**src/rtl/numlit_pkg.sv**
```systemverilog
package numlit_pkg;
  localparam int CHAR_W  = 8;
  localparam int STATE_W = 3;

  typedef enum logic [STATE_W-1:0] {
    ST_START = 3'b000,
    ST_SIGN  = 3'b001,
    ST_WHOLE = 3'b010,
    ST_FRAC  = 3'b011,
    ST_EXP   = 3'b100,
    ST_DONE  = 3'b101,
    ST_ERROR = 3'b110
  } lit_state_e;

  typedef enum logic [2:0] {
    CC_BLANK,
    CC_DIGIT,
    CC_SIGN,
    CC_POINT,
    CC_EXPO,
    CC_OTHER
  } char_class_e;

  localparam logic [CHAR_W-1:0] CODE_BLANK = 8'h20;
  localparam logic [CHAR_W-1:0] CODE_PLUS  = 8'h2B;
  localparam logic [CHAR_W-1:0] CODE_MINUS = 8'h2D;
  localparam logic [CHAR_W-1:0] CODE_POINT = 8'h2E;
  localparam logic [CHAR_W-1:0] CODE_ZERO  = 8'h30;
  localparam logic [CHAR_W-1:0] CODE_NINE  = 8'h39;
  localparam logic [CHAR_W-1:0] CODE_EXPO  = 8'h65;
endpackage

```
**src/rtl/numlit_char_class.sv**
```systemverilog
module numlit_char_class
  import numlit_pkg::*;
#(
  parameter int W = CHAR_W
) (
  input  logic [W-1:0] ch,
  output char_class_e  cls
);
  logic is_digit;
  logic is_sign;

  assign is_digit = (ch >= W'(CODE_ZERO)) && (ch <= W'(CODE_NINE));
  assign is_sign  = (ch == W'(CODE_PLUS)) || (ch == W'(CODE_MINUS));

  always_comb begin
    if (is_digit)                    cls = CC_DIGIT;
    else if (is_sign)                cls = CC_SIGN;
    else if (ch == W'(CODE_BLANK))   cls = CC_BLANK;
    else if (ch == W'(CODE_POINT))   cls = CC_POINT;
    else if (ch == W'(CODE_EXPO))    cls = CC_EXPO;
    else                             cls = CC_OTHER;
  end

  always_comb begin
    if (is_digit) assert_class_exclusive_R9: assert (!is_sign);
  end
endmodule

```
**src/rtl/numlit_next_state.sv**
```systemverilog
module numlit_next_state
  import numlit_pkg::*;
(
  input  lit_state_e  cur,
  input  char_class_e cls,
  output lit_state_e  nxt,
  output logic        nxt_ok,
  output logic        nxt_err
);
  always_comb begin
    nxt = ST_ERROR;
    unique case (cur)
      ST_START: begin
        case (cls)
          CC_BLANK: nxt = ST_START;
          CC_DIGIT: nxt = ST_WHOLE;
          CC_SIGN:  nxt = ST_SIGN;
          CC_POINT: nxt = ST_FRAC;
          default:  nxt = ST_ERROR;
        endcase
      end
      ST_SIGN: begin
        case (cls)
          CC_DIGIT: nxt = ST_WHOLE;
          CC_POINT: nxt = ST_FRAC;
          default:  nxt = ST_ERROR;
        endcase
      end
      ST_WHOLE: begin
        case (cls)
          CC_DIGIT: nxt = ST_WHOLE;
          CC_POINT: nxt = ST_FRAC;
          CC_EXPO:  nxt = ST_EXP;
          CC_BLANK: nxt = ST_DONE;
          default:  nxt = ST_ERROR;
        endcase
      end
      ST_FRAC: begin
        case (cls)
          CC_DIGIT: nxt = ST_FRAC;
          CC_EXPO:  nxt = ST_EXP;
          CC_BLANK: nxt = ST_DONE;
          default:  nxt = ST_ERROR;
        endcase
      end
      ST_EXP: begin
        case (cls)
          CC_DIGIT: nxt = ST_EXP;
          CC_BLANK: nxt = ST_DONE;
          default:  nxt = ST_ERROR;
        endcase
      end
      ST_DONE:  nxt = ST_DONE;
      ST_ERROR: nxt = ST_ERROR;
      default:  nxt = ST_ERROR;
    endcase
  end

  assign nxt_ok  = (nxt == ST_DONE);
  assign nxt_err = (nxt == ST_ERROR);

  always_comb begin
    if (cur == ST_ERROR) assert_error_row_closed_R10: assert (nxt == ST_ERROR);
    if (cur == ST_DONE)  assert_done_row_closed_R11: assert (nxt == ST_DONE);
  end
endmodule

```
**src/rtl/numlit_recognizer.sv**
```systemverilog
module numlit_recognizer
  import numlit_pkg::*;
(
  input  logic               clk,
  input  logic               rst,
  input  logic               ch_valid,
  input  logic [CHAR_W-1:0]  ch_data,
  output logic               lit_ok,
  output logic               lit_err,
  output logic [STATE_W-1:0] lit_state
);
  char_class_e cls;
  lit_state_e  state_q;
  lit_state_e  state_d;
  logic        ok_d, err_d;
  logic        ok_q, err_q;

  numlit_char_class #(.W(CHAR_W)) u_class (
    .ch  (ch_data),
    .cls (cls)
  );

  numlit_next_state u_table (
    .cur     (state_q),
    .cls     (cls),
    .nxt     (state_d),
    .nxt_ok  (ok_d),
    .nxt_err (err_d)
  );

  always_ff @(posedge clk) begin
    if (rst) begin
      state_q <= ST_START;
      ok_q    <= 1'b0;
      err_q   <= 1'b0;
    end else if (ch_valid) begin
      state_q <= state_d;
      ok_q    <= ok_d;
      err_q   <= err_d;
    end
  end

  assign lit_state = state_q;
  assign lit_ok    = ok_q;
  assign lit_err   = err_q;

  assert_reset_start_R2: assert property (@(posedge clk)
    rst |=> (lit_state == 3'b000 && !lit_ok && !lit_err));

  assert_hold_idle_R3: assert property (@(posedge clk) disable iff (rst)
    !ch_valid |=> ($stable(lit_state) && $stable(lit_ok) && $stable(lit_err)));

  assert_exp_digit_R8: assert property (@(posedge clk) disable iff (rst)
    (lit_state == 3'b100 && ch_valid && ch_data >= 8'h30 && ch_data <= 8'h39)
      |=> lit_state == 3'b100);

  assert_error_sticky_R10: assert property (@(posedge clk) disable iff (rst)
    lit_err |=> (lit_err && lit_state == 3'b110));

  assert_done_sticky_R11: assert property (@(posedge clk) disable iff (rst)
    lit_ok |=> (lit_ok && lit_state == 3'b101));

  assert_no_code7_R1: assert property (@(posedge clk) disable iff (rst)
    lit_state != 3'b111);

  assert_flags_track_R12: assert property (@(posedge clk) disable iff (rst)
    (lit_ok == (lit_state == 3'b101)) && (lit_err == (lit_state == 3'b110)));
endmodule

```
**config.mk**
```make
export PLATFORM = sky130hd
export DESIGN_NAME = numlit_recognizer
export DESIGN_NICKNAME = d
export VERILOG_FILES = /design/src/rtl/numlit_pkg.sv /design/src/rtl/numlit_char_class.sv /design/src/rtl/numlit_next_state.sv /design/src/rtl/numlit_recognizer.sv
export SDC_FILE = /design/constraint.sdc
export NUM_CORES = 1
export LEC_CHECK = 0
export ABC_AREA = 1
export BUFFER_PORTS_ARGS = -buffer_cell sky130_fd_sc_hd__buf_2
export CAP_MARGIN = 30
export CELL_PAD_IN_SITES_DETAIL_PLACEMENT = 2
export CELL_PAD_IN_SITES_GLOBAL_PLACEMENT = 2
export CORE_MARGIN = 2
export CORE_UTILIZATION = 20
export DETAILED_ROUTE_END_ITERATION = 16
export GPL_TIMING_DRIVEN = 0
export HOLD_SLACK_MARGIN = 0.12
export PLACE_DENSITY = 0.7
export SLEW_MARGIN = 20
export SYNTH_ARGS = -nofsm -noshare
export SYNTH_HDL_FRONTEND = slang
export SYNTH_SLANG_ARGS = --single-unit
```
**constraint.sdc**
```tcl
create_clock -name clk -period 1.3 [get_ports clk]
set_clock_uncertainty 0.2 [all_clocks]
set_input_delay 0.13 -clock clk [delete_from_list [all_inputs] [get_ports clk]]
set_output_delay 0.13 -clock clk [all_outputs]
set_load 0.01 [all_outputs]
```
==> run_results.csv, run 1 <==
group,metric,value,unit
route,drc,0,
place,dp_slack,-0.303,ns
critical_path,path_depth,10,
route,drt_iter0_drc,1,
place,place.gp.congestion,0.732,
route,ant_nets,0,
run_status,violations,"negative setup slack",
route,routedWlPerCell,11.8,um
synthesis,avgSynthCellArea,5.36,um^2
route,firstDrtPassIters,2,
clock_tree,numCtsBuffers,3,
synthesis,yosysWarnings,0,
critical_path,critPathBufInv,3,
timing,fin_crit_sh,1.03,
clock_tree,cts_max_path_buffers,2,
global_routing,grt.overflow.total,0,
floorplan,io_pins,16,
synthesis,synth_area,467,um^2
timing,rsz0062_at_grt,"yes",
global_routing,grt_pass1_wl,2900,um
finish,diodes,0,
timing,layout_min_cycle_time,1.34,ns
critical_path,cp_common_cell,"nand2_1",
timing,worstMarginPinSlew,0.207,ns
critical_path,crit_path_max_fanout,4,
timing,finalHoldViolations,0,
run_status,status,"complete, but fails checks",
critical_path,cp_slowest_cell,"dfxtp_4",
global_routing,grt_use_total,0.144,
floorplan,die_h,52.3,um
critical_path,cpLargestDelayFamily,"simple AND/OR/NAND/NOR gates",
floorplan,core,2210,um^2
route,vias_per_cell,4.62,
critical_path,endpoint_kind,"flip-flop",
power,power,0.000560,W
critical_path,ff2ff_path_depth,10,
clock_tree,cts_root_buf,"clkbuf_4",
hold_path,hold_depth,2,
floorplan,die_x,52.3,um
synthesis,postSynthCellCount,87,
global_routing,antenna_found_initial,0,
place,hpwl,1320,um
global_routing,first_global_vias,688,
clock_tree,cts_max_level,1,
clock_tree,clk_latency,0.25,ns
finish,nets,124,
place,io_buffers,15,
clock_tree,cts.sinks,5,
critical_path,critical_path.cell_chain,"inv_6, nand2_4, inv_1, nand2_1, inv_1, nand2_1, nand3_2, nor2_1, nand3_1, nand2_1",
clock_tree,cts_tree,"yes",
hold_path,min_path_type,"reg -> reg",
clock_tree,path_clk_slew,0.04,ns
critical_path,crit_required,1.29,ns
floorplan,num_rows,17,
job,drv_cap,0,
global_routing,grt_max_degree,6,
power,ir_drop,352,uV
timing,layout_setup_ws,-0.0434,ns
timing,final_max_slew_viol_count,0,
floorplan,fp.dieArea,2740,um^2
critical_path,crit_path_start_kind,"flip-flop",
finish,drive_gt1_frac,0.446,
route,vias,647,
timing,slew-limit-headroom,0.861,
power,p_per_area,752,nW/um^2
route,wl,1660,um
critical_path,cpPeakStageDelay,0.37,ns
critical_path,cp.arrival,1.34,ns
synthesis,synth.distinct_cells,19,
synthesis,seq_area_frac_synth,0.214,
critical_path,critical_path_class,"reg -> reg",
power,power_leakage,0.371,nW
finish,syn_to_final_growth,59.8,%
timing,setup_viol,4,
timing,max_freq,744,MHz
synthesis,syn-num-nets,98,
floorplan,start_util,0.211,
synthesis,synth-seq-cells,5,
## report_power, final
| part | internal, W | switching, W |
|---|---|---|
| clock | 0.000116 | 0.0000678 |
| sequential | 0.000164 | 0.0000169 |
| combinational | 0.0000826 | 0.000113 |
| total | 0.000363 | 0.000197 |
## state kept, by name (all words and copies together), names as in the netlist
register,count
lit_err,1
lit_ok,1
lit_state,3
## metrics by stage
step                       util  TNS (ns)  hold slack, ns  cells  cell area, um^2
after global placement    0.265     -1.18           0.169    130              586
after detailed placement  0.265     -1.32           0.161    130              586
after global routing      0.337    -0.714           0.296    140              746
final                     0.337   -0.0985           0.252    140              746
after CTS                 0.322    -0.140           0.252    139              712
after floorplan               -         0          0.0276     87              475
## cell families after synthesis
logic type | after synthesis | share of synthesized area
and+or+nand+nor | 57 | 0.544
DFF | 5 | 0.214
AOI/OAI and AO/OA | 10 | 0.121
buffers and inverters | 15 | 0.121
## cell usage in the layout, fill, tap and decap left out
master and count:
o21bai_1 1, nand4_1 2, nor3_1 1, dfxtp_1 2, a21oi_1 3, o21ai_0 1
clkinv_1 2, inv_1 7, inv_4 1, nor2_4 2, nand3_2 4, inv_6 2
dlygate4sd3_1 2, buf_2 15, nor2_1 7, dfxtp_4 3, a21oi_2 1, clkbuf_4 3
nand3_1 6, o21ai_1 2, nand2_2 4, nand2_4 1, nor2_2 5, clkbuf_1 1
or2_1 1, nand2_1 23, nor3_4 1, o211ai_1 1, o22ai_2 1, inv_2 3
buf_4 4
## worst reg2reg max path, stage by stage (launching register included)
cell     delay, ns
dfxtp_4       0.37
inv_6         0.05
nand2_4       0.07
inv_1         0.06
nand2_1       0.06
inv_1         0.04
nand2_1       0.07
nand3_2       0.08
nor2_1        0.11
nand3_1       0.10
nand2_1       0.08
## path summary, 6_finish.rpt
path	start	to	slack (ns)
max	lit_state[0]	lit_ok	-0.04
min	lit_ok	lit_ok	0.25
max reg2reg	lit_state[0]	lit_ok	-0.04
min reg2reg	lit_ok	lit_ok	0.25
## cell type report
type,count,area (um^2)
clock buffer,4,26.3
tap,28,35.0
timing repair buffer,21,125
multi-input combinational,67,379
fill,282,1470
inverter,15,68.8
sequential,5,111
## repair_timing
item	CTS	global route
resized for setup	22	8
endpoints found under the setup margin	5	5
setup buffers	3	1
hold buffers	2	0
pin swaps	13	4
endpoints found under the hold margin	5	0
## cells in the mapped netlist, drive strengths merged
| library cell | number | area share |
|---|---|---|
| nand3 | 10 | 0.12 |
| o21bai | 1 | 0.016 |
| o211ai | 1 | 0.016 |
| nor3 | 2 | 0.021 |
| nand4 | 2 | 0.027 |
| or2 | 1 | 0.013 |
| o22ai | 1 | 0.013 |
| nand2 | 28 | 0.23 |
| clkinv | 2 | 0.016 |
| o21ai | 3 | 0.032 |
| dfxtp | 5 | 0.21 |
| nor2 | 14 | 0.13 |
| inv | 13 | 0.10 |
| a21oi | 4 | 0.043 |
## per-layer routing
| layer | track usage | wire (um) |
|---|---|---|
| met1 | 0.153 | 606 |
| met2 | 0.271 | 965 |
| met3 | 0.00857 | 46 |
| met4 | 0.0897 | 36 |
| met5 | 0 | 0 |
Note: power is estimated with default switching activity, not from simulation.
==> run 2: changes to the inputs <==
--- a/config.mk
+++ b/config.mk
@@ -10,13 +10,14 @@
 export CAP_MARGIN = 30
 export CELL_PAD_IN_SITES_DETAIL_PLACEMENT = 2
 export CELL_PAD_IN_SITES_GLOBAL_PLACEMENT = 2
+export CORE_ASPECT_RATIO = 1.1
 export CORE_MARGIN = 2
 export CORE_UTILIZATION = 20
 export DETAILED_ROUTE_END_ITERATION = 16
 export GPL_TIMING_DRIVEN = 0
 export HOLD_SLACK_MARGIN = 0.12
 export PLACE_DENSITY = 0.7
-export SLEW_MARGIN = 20
+export SKIP_CTS_REPAIR_TIMING = 1
 export SYNTH_ARGS = -nofsm -noshare
 export SYNTH_HDL_FRONTEND = slang
 export SYNTH_SLANG_ARGS = --single-unit
==> run_results.csv, run 2 (same netlist as run 1, synthesis figures left out) <==
group,metric,value,unit
timing,layout_setup_ws,-0.0448,ns
timing,whs,-0.0697,ns
floorplan,io_pins,16,
power,power_leakage,0.359,nW
critical_path,endpoint_kind,"flip-flop",
route,vias,630,
floorplan,start_util,0.209,
critical_path,crit_required,1.23,ns
global_routing,grt_max_degree,7,
run_status,violations,"negative hold slack, negative setup slack",
timing,rsz0062_at_grt,"yes",
critical_path,cp.arrival,1.27,ns
finish,fin_area,747,um^2
place,hpwl,1350,um
finish,nets,121,
timing,max_freq,744,MHz
finish,largest_reg_flops,3,
critical_path,critical_path_class,"reg -> reg",
floorplan,num_rows,18,
route,ant_nets,0,
global_routing,grt_pass1_wl,2730,um
place,io_buffers,15,
finish,mostFrequentLayoutCells,"nand2_1, buf_2, inv_1, nand2_2",
power,power,0.000562,W
place,place_area,588,um^2
clock_tree,cts_tree,"yes",
floorplan,die_x,50.1,um
route,wl,1710,um
global_routing,grt.overflow.total,0,
clock_tree,numCtsBuffers,3,
timing,layout_min_cycle_time,1.34,ns
timing,fin_setup_tns,-0.124,ns
route,firstDrtPassIters,1,
global_routing,first_global_vias,663,
finish,syn_to_final_growth,60.1,%
floorplan,core,2230,um^2
global_routing,use_met2,0.268,
route,drt_iter0_drc,0,
critical_path,crit_path_start_kind,"flip-flop",
clock_tree,cts_root_buf,"clkbuf_4",
critical_path,cpPeakStageDelay,0.39,ns
clock_tree,cts_max_path_buffers,2,
place,place.gp.congestion,0.735,
route,vias_per_cell,4.53,
finish,seq_area,111,um^2
critical_path,critPathBufInv,2,
critical_path,critical_path.cell_chain,"inv_4, nand3_1, inv_1, nand2_1, nand3_2, o21bai_1, a21oi_1",
timing,finalHoldViolations,1,
timing,final_max_slew_viol_count,0,
global_routing,grt_util_met3,0.00820,
route,drc,0,
timing,slew-limit-headroom,0.844,
floorplan,die_h,54.7,um
run_status,status,"complete, but fails checks",
job,drv_cap,0,
clock_tree,cts_max_level,1,
global_routing,grt_most_used_layer,"met2",
hold_path,min_path_type,"in -> reg",
floorplan,fp.dieArea,2740,um^2
global_routing,grt_use_total,0.132,
finish,fill_cells,291,
power,p_per_area,753,nW/um^2
global_routing,antenna_found_initial,0,
timing,fin_crit_sh,1.03,
global_routing,grt.met1_usage,0.133,
timing,setup_viol,5,
clock_tree,clk_latency,0.25,ns
route,routedWlPerCell,12.3,um
critical_path,cp_slowest_cell,"dfxtp_4",
clock_tree,path_clk_slew,0.04,ns
clock_tree,cts.sinks,5,
critical_path,cpLargestDelayFamily,"flip-flops",
finish,diodes,0,
power,ir_drop,345,uV
finish,multi_input_area,403,um^2
critical_path,crit_path_max_fanout,5,
finish,layout_commonest_cell,"nand2_1",
timing,worstMarginPinSlew,0.233,ns
finish,drive_gt1_frac,0.486,
run 2: changes by cell type in the layout (fill, tap and decap cells not counted), moves of 2 or more:
cell / change
buf_4: -2
nand2_1: -2
nand2_2: +2
nor2_1: -2
nor2_4: +3
run 2: cell type report:
| class | instances | share of cell area |
|---|---|---|
| Tap cell | 30 | 0.0503 |
| Sequential cell | 5 | 0.149 |
| Multi-Input combinational cell | 67 | 0.539 |
| Inverter | 15 | 0.0921 |
| Timing Repair Buffer | 18 | 0.134 |
| Clock buffer | 4 | 0.0352 |
run 2: worst reg2reg max path, cell delays in order (launching register included):
cell and delay (ns):
dfxtp_4 0.39, inv_4 0.06, nand3_1 0.08, inv_1 0.07
nand2_1 0.08, nand3_2 0.09, o21bai_1 0.19, a21oi_1 0.06
run 2: through the flow:
| step | setup slack, ns | std cells | util | hold WS [ns] |
|---|---|---|---|---|
| 2_1_floorplan | 0.00918 | 87 | - | 0.0276 |
| 3_3_place_gp | -0.278 | 132 | 0.264 | 0.175 |
| 3_5_place_dp | -0.296 | 132 | 0.264 | 0.187 |
| 4_1_cts | -0.179 | 136 | 0.276 | -0.0759 |
| 5_1_grt | -0.144 | 139 | 0.335 | -0.0726 |
| 6_report | -0.0448 | 139 | 0.335 | -0.0697 |
run 2: final timing paths:
check,to,depth (start not counted),from,slack (ns)
max,lit_state[2],7,lit_state[2],-0.04
min,lit_state[1],2,rst,-0.07
max reg2reg,lit_state[2],7,lit_state[2],-0.04
min reg2reg,lit_ok,2,lit_ok,0.26
run 2: power by group:
part / switching, W / internal [W] / total, W / leakage, nW
clock network: 0.0000700 / 0.000116 / 0.000187 / 0.0150
registers: 0.0000170 / 0.000164 / 0.000181 / 0.0430
logic: 0.000117 / 0.0000776 / 0.000195 / 0.301
run 2: per-layer routing:
layer | vias up | part of all wire
met5 | - | 0
met4 | 0 | 0.013
met3 | 4 | 0.021
met2 | 12 | 0.58
met1 | 291 | 0.38
li1 | 323 | -
==> run 3: changes to the inputs <==
--- a/config.mk
+++ b/config.mk
@@ -17,6 +17,7 @@
 export GPL_TIMING_DRIVEN = 0
 export HOLD_SLACK_MARGIN = 0.12
 export PLACE_DENSITY = 0.7
+export REMOVE_ABC_BUFFERS = 1
 export SKIP_CTS_REPAIR_TIMING = 1
 export SYNTH_ARGS = -nofsm -noshare
 export SYNTH_HDL_FRONTEND = slang
==> run_results.csv, run 3 (same netlist as run 1, synthesis figures left out) <==
group,metric,value,unit
place,place.gp.congestion,0.695,
timing,rsz0062_at_grt,"yes",
route,routedWlPerCell,13.5,um
critical_path,cp.arrival,1.29,ns
clock_tree,cts_root_buf,"clkbuf_4",
timing,slew-limit-headroom,0.856,
global_routing,grt_use_total,0.128,
clock_tree,cts.sinks,5,
power,comb_power_share,0.376,
floorplan,die_h,54.7,um
finish,largest_reg_flops,3,
route,wl,1940,um
place,dp_slack,-0.295,ns
hold_path,min_path_type,"in -> reg",
critical_path,crit_required,1.25,ns
global_routing,grt_max_degree,7,
route,vias,666,
critical_path,endpoint_kind,"flip-flop",
critical_path,crit_path_max_fanout,4,
route,firstDrtPassIters,1,
finish,drive_gt1_frac,0.579,
global_routing,first_global_vias,662,
clock_tree,cts_tree,"yes",
route,ant_nets,0,
place,io_buffers,15,
timing,setup_viol,4,
floorplan,core,2230,um^2
timing,final_max_slew_viol_count,0,
power,swShare,0.371,
global_routing,grt_pass1_wl,2630,um
timing,fin_setup_tns,-0.0972,ns
power,power_leakage,0.391,nW
timing,max_freq,741,MHz
route,vias_per_cell,4.63,
finish,diodes,0,
floorplan,fp.dieArea,2740,um^2
floorplan,start_util,0.209,
run_status,status,"complete, but fails checks",
power,p_clk_frac,0.319,
route,drc,0,
run_status,violations,"negative hold slack, negative setup slack",
timing,layout_setup_ws,-0.0490,ns
power,p_switching,0.000220,W
job,drv_cap,0,
power,p_int,0.000373,W
timing,fin_crit_sh,1.04,
finish,fin_area,835,um^2
route,drt_iter0_drc,0,
timing,whs,-0.0610,ns
timing,finalHoldViolations,1,
critical_path,crit_path_start_kind,"flip-flop",
timing,worstMarginPinSlew,0.215,ns
critical_path,reg2reg_slack,-0.05,ns
finish,mostFrequentLayoutCells,"nand2_1, buf_2, nand2_2, buf_4, nor2_4",
floorplan,die_x,50.1,um
power,p_per_area,710,nW/um^2
clock_tree,numCtsBuffers,3,
clock_tree,clk_latency,0.25,ns
finish,layout_commonest_cell,"nand2_1",
global_routing,grt.overflow.total,0,
finish,nets,126,
floorplan,num_rows,18,
timing,layout_min_cycle_time,1.35,ns
power,ir_drop,463,uV
clock_tree,cts_max_level,1,
clock_tree,path_clk_slew,0.04,ns
clock_tree,cts_max_path_buffers,2,
global_routing,antenna_found_initial,0,
place,place_area,579,um^2
place,hpwl,1310,um
floorplan,io_pins,16,
power,power_frac_seq,0.305,
finish,syn_to_final_growth,78.8,%
critical_path,critical_path_class,"reg -> reg",
[run 3: cell count changes in the layout (fill, tap and decap cells not counted), sizes merged]
| cell | before | now |
|---|---|---|
| buf | 17 | 21 |
| clkbuf | 4 | 5 |
[run 3: final cells by class]
| type | instances | area [um^2] |
|---|---|---|
| Timing Repair Buffer | 23 | 149 |
| Clock buffer | 4 | 26.3 |
| Fill cell | 285 | 1400 |
| Multi-Input combinational cell | 67 | 439 |
| Sequential cell | 5 | 111 |
| Tap cell | 30 | 37.5 |
| Inverter | 15 | 71.3 |
[run 3: path summary, 6_finish.rpt]
path	startpoint	end	cells past startpoint
max	lit_state[0]	lit_ok	9
min	rst	lit_state[1]	2
max reg2reg	lit_state[0]	lit_ok	9
min reg2reg	lit_ok	lit_ok	2
[run 3: routing by layer]
layer	vias up	share of wire	global-route usage
met4	0	0.020	0.0833
met3	5	0.028	0.0109
met5	-	0	0
met1	317	0.31	0.109
li1	330	-	-
met2	14	0.64	0.283
[run 3: through the flow]
stage                util  cells  total power (W)
finish              0.374    144         0.000593
global route        0.374    144         0.000628
CTS                 0.272    136         0.000516
detailed placement  0.260    132         0.000321
global placement    0.260    132         0.000317
floorplan               -     87         0.000264
[run 3: power groups by stage]
stage | Combinational (W) | Clock [W] | Sequential [W]
final | 0.000223 | 0.000189 | 0.000181
after CTS | 0.000144 | 0.000197 | 0.000176
after global placement | 0.000139 | 0 | 0.000178
after global routing | 0.000249 | 0.000197 | 0.000182
after floorplan | 0.0000820 | 0 | 0.000182
after detailed placement | 0.000142 | 0 | 0.000179
[run 3: worst max-delay path, stage by stage, from the launching register on]
cell and delay (ns):
dfxtp_4 0.38, inv_6 0.05, nand3_1 0.07, inv_1 0.06, nand2_1 0.08, nand3_2 0.10
nor2_1 0.13, nor2_2 0.05, nand3_1 0.06, nand2_1 0.05
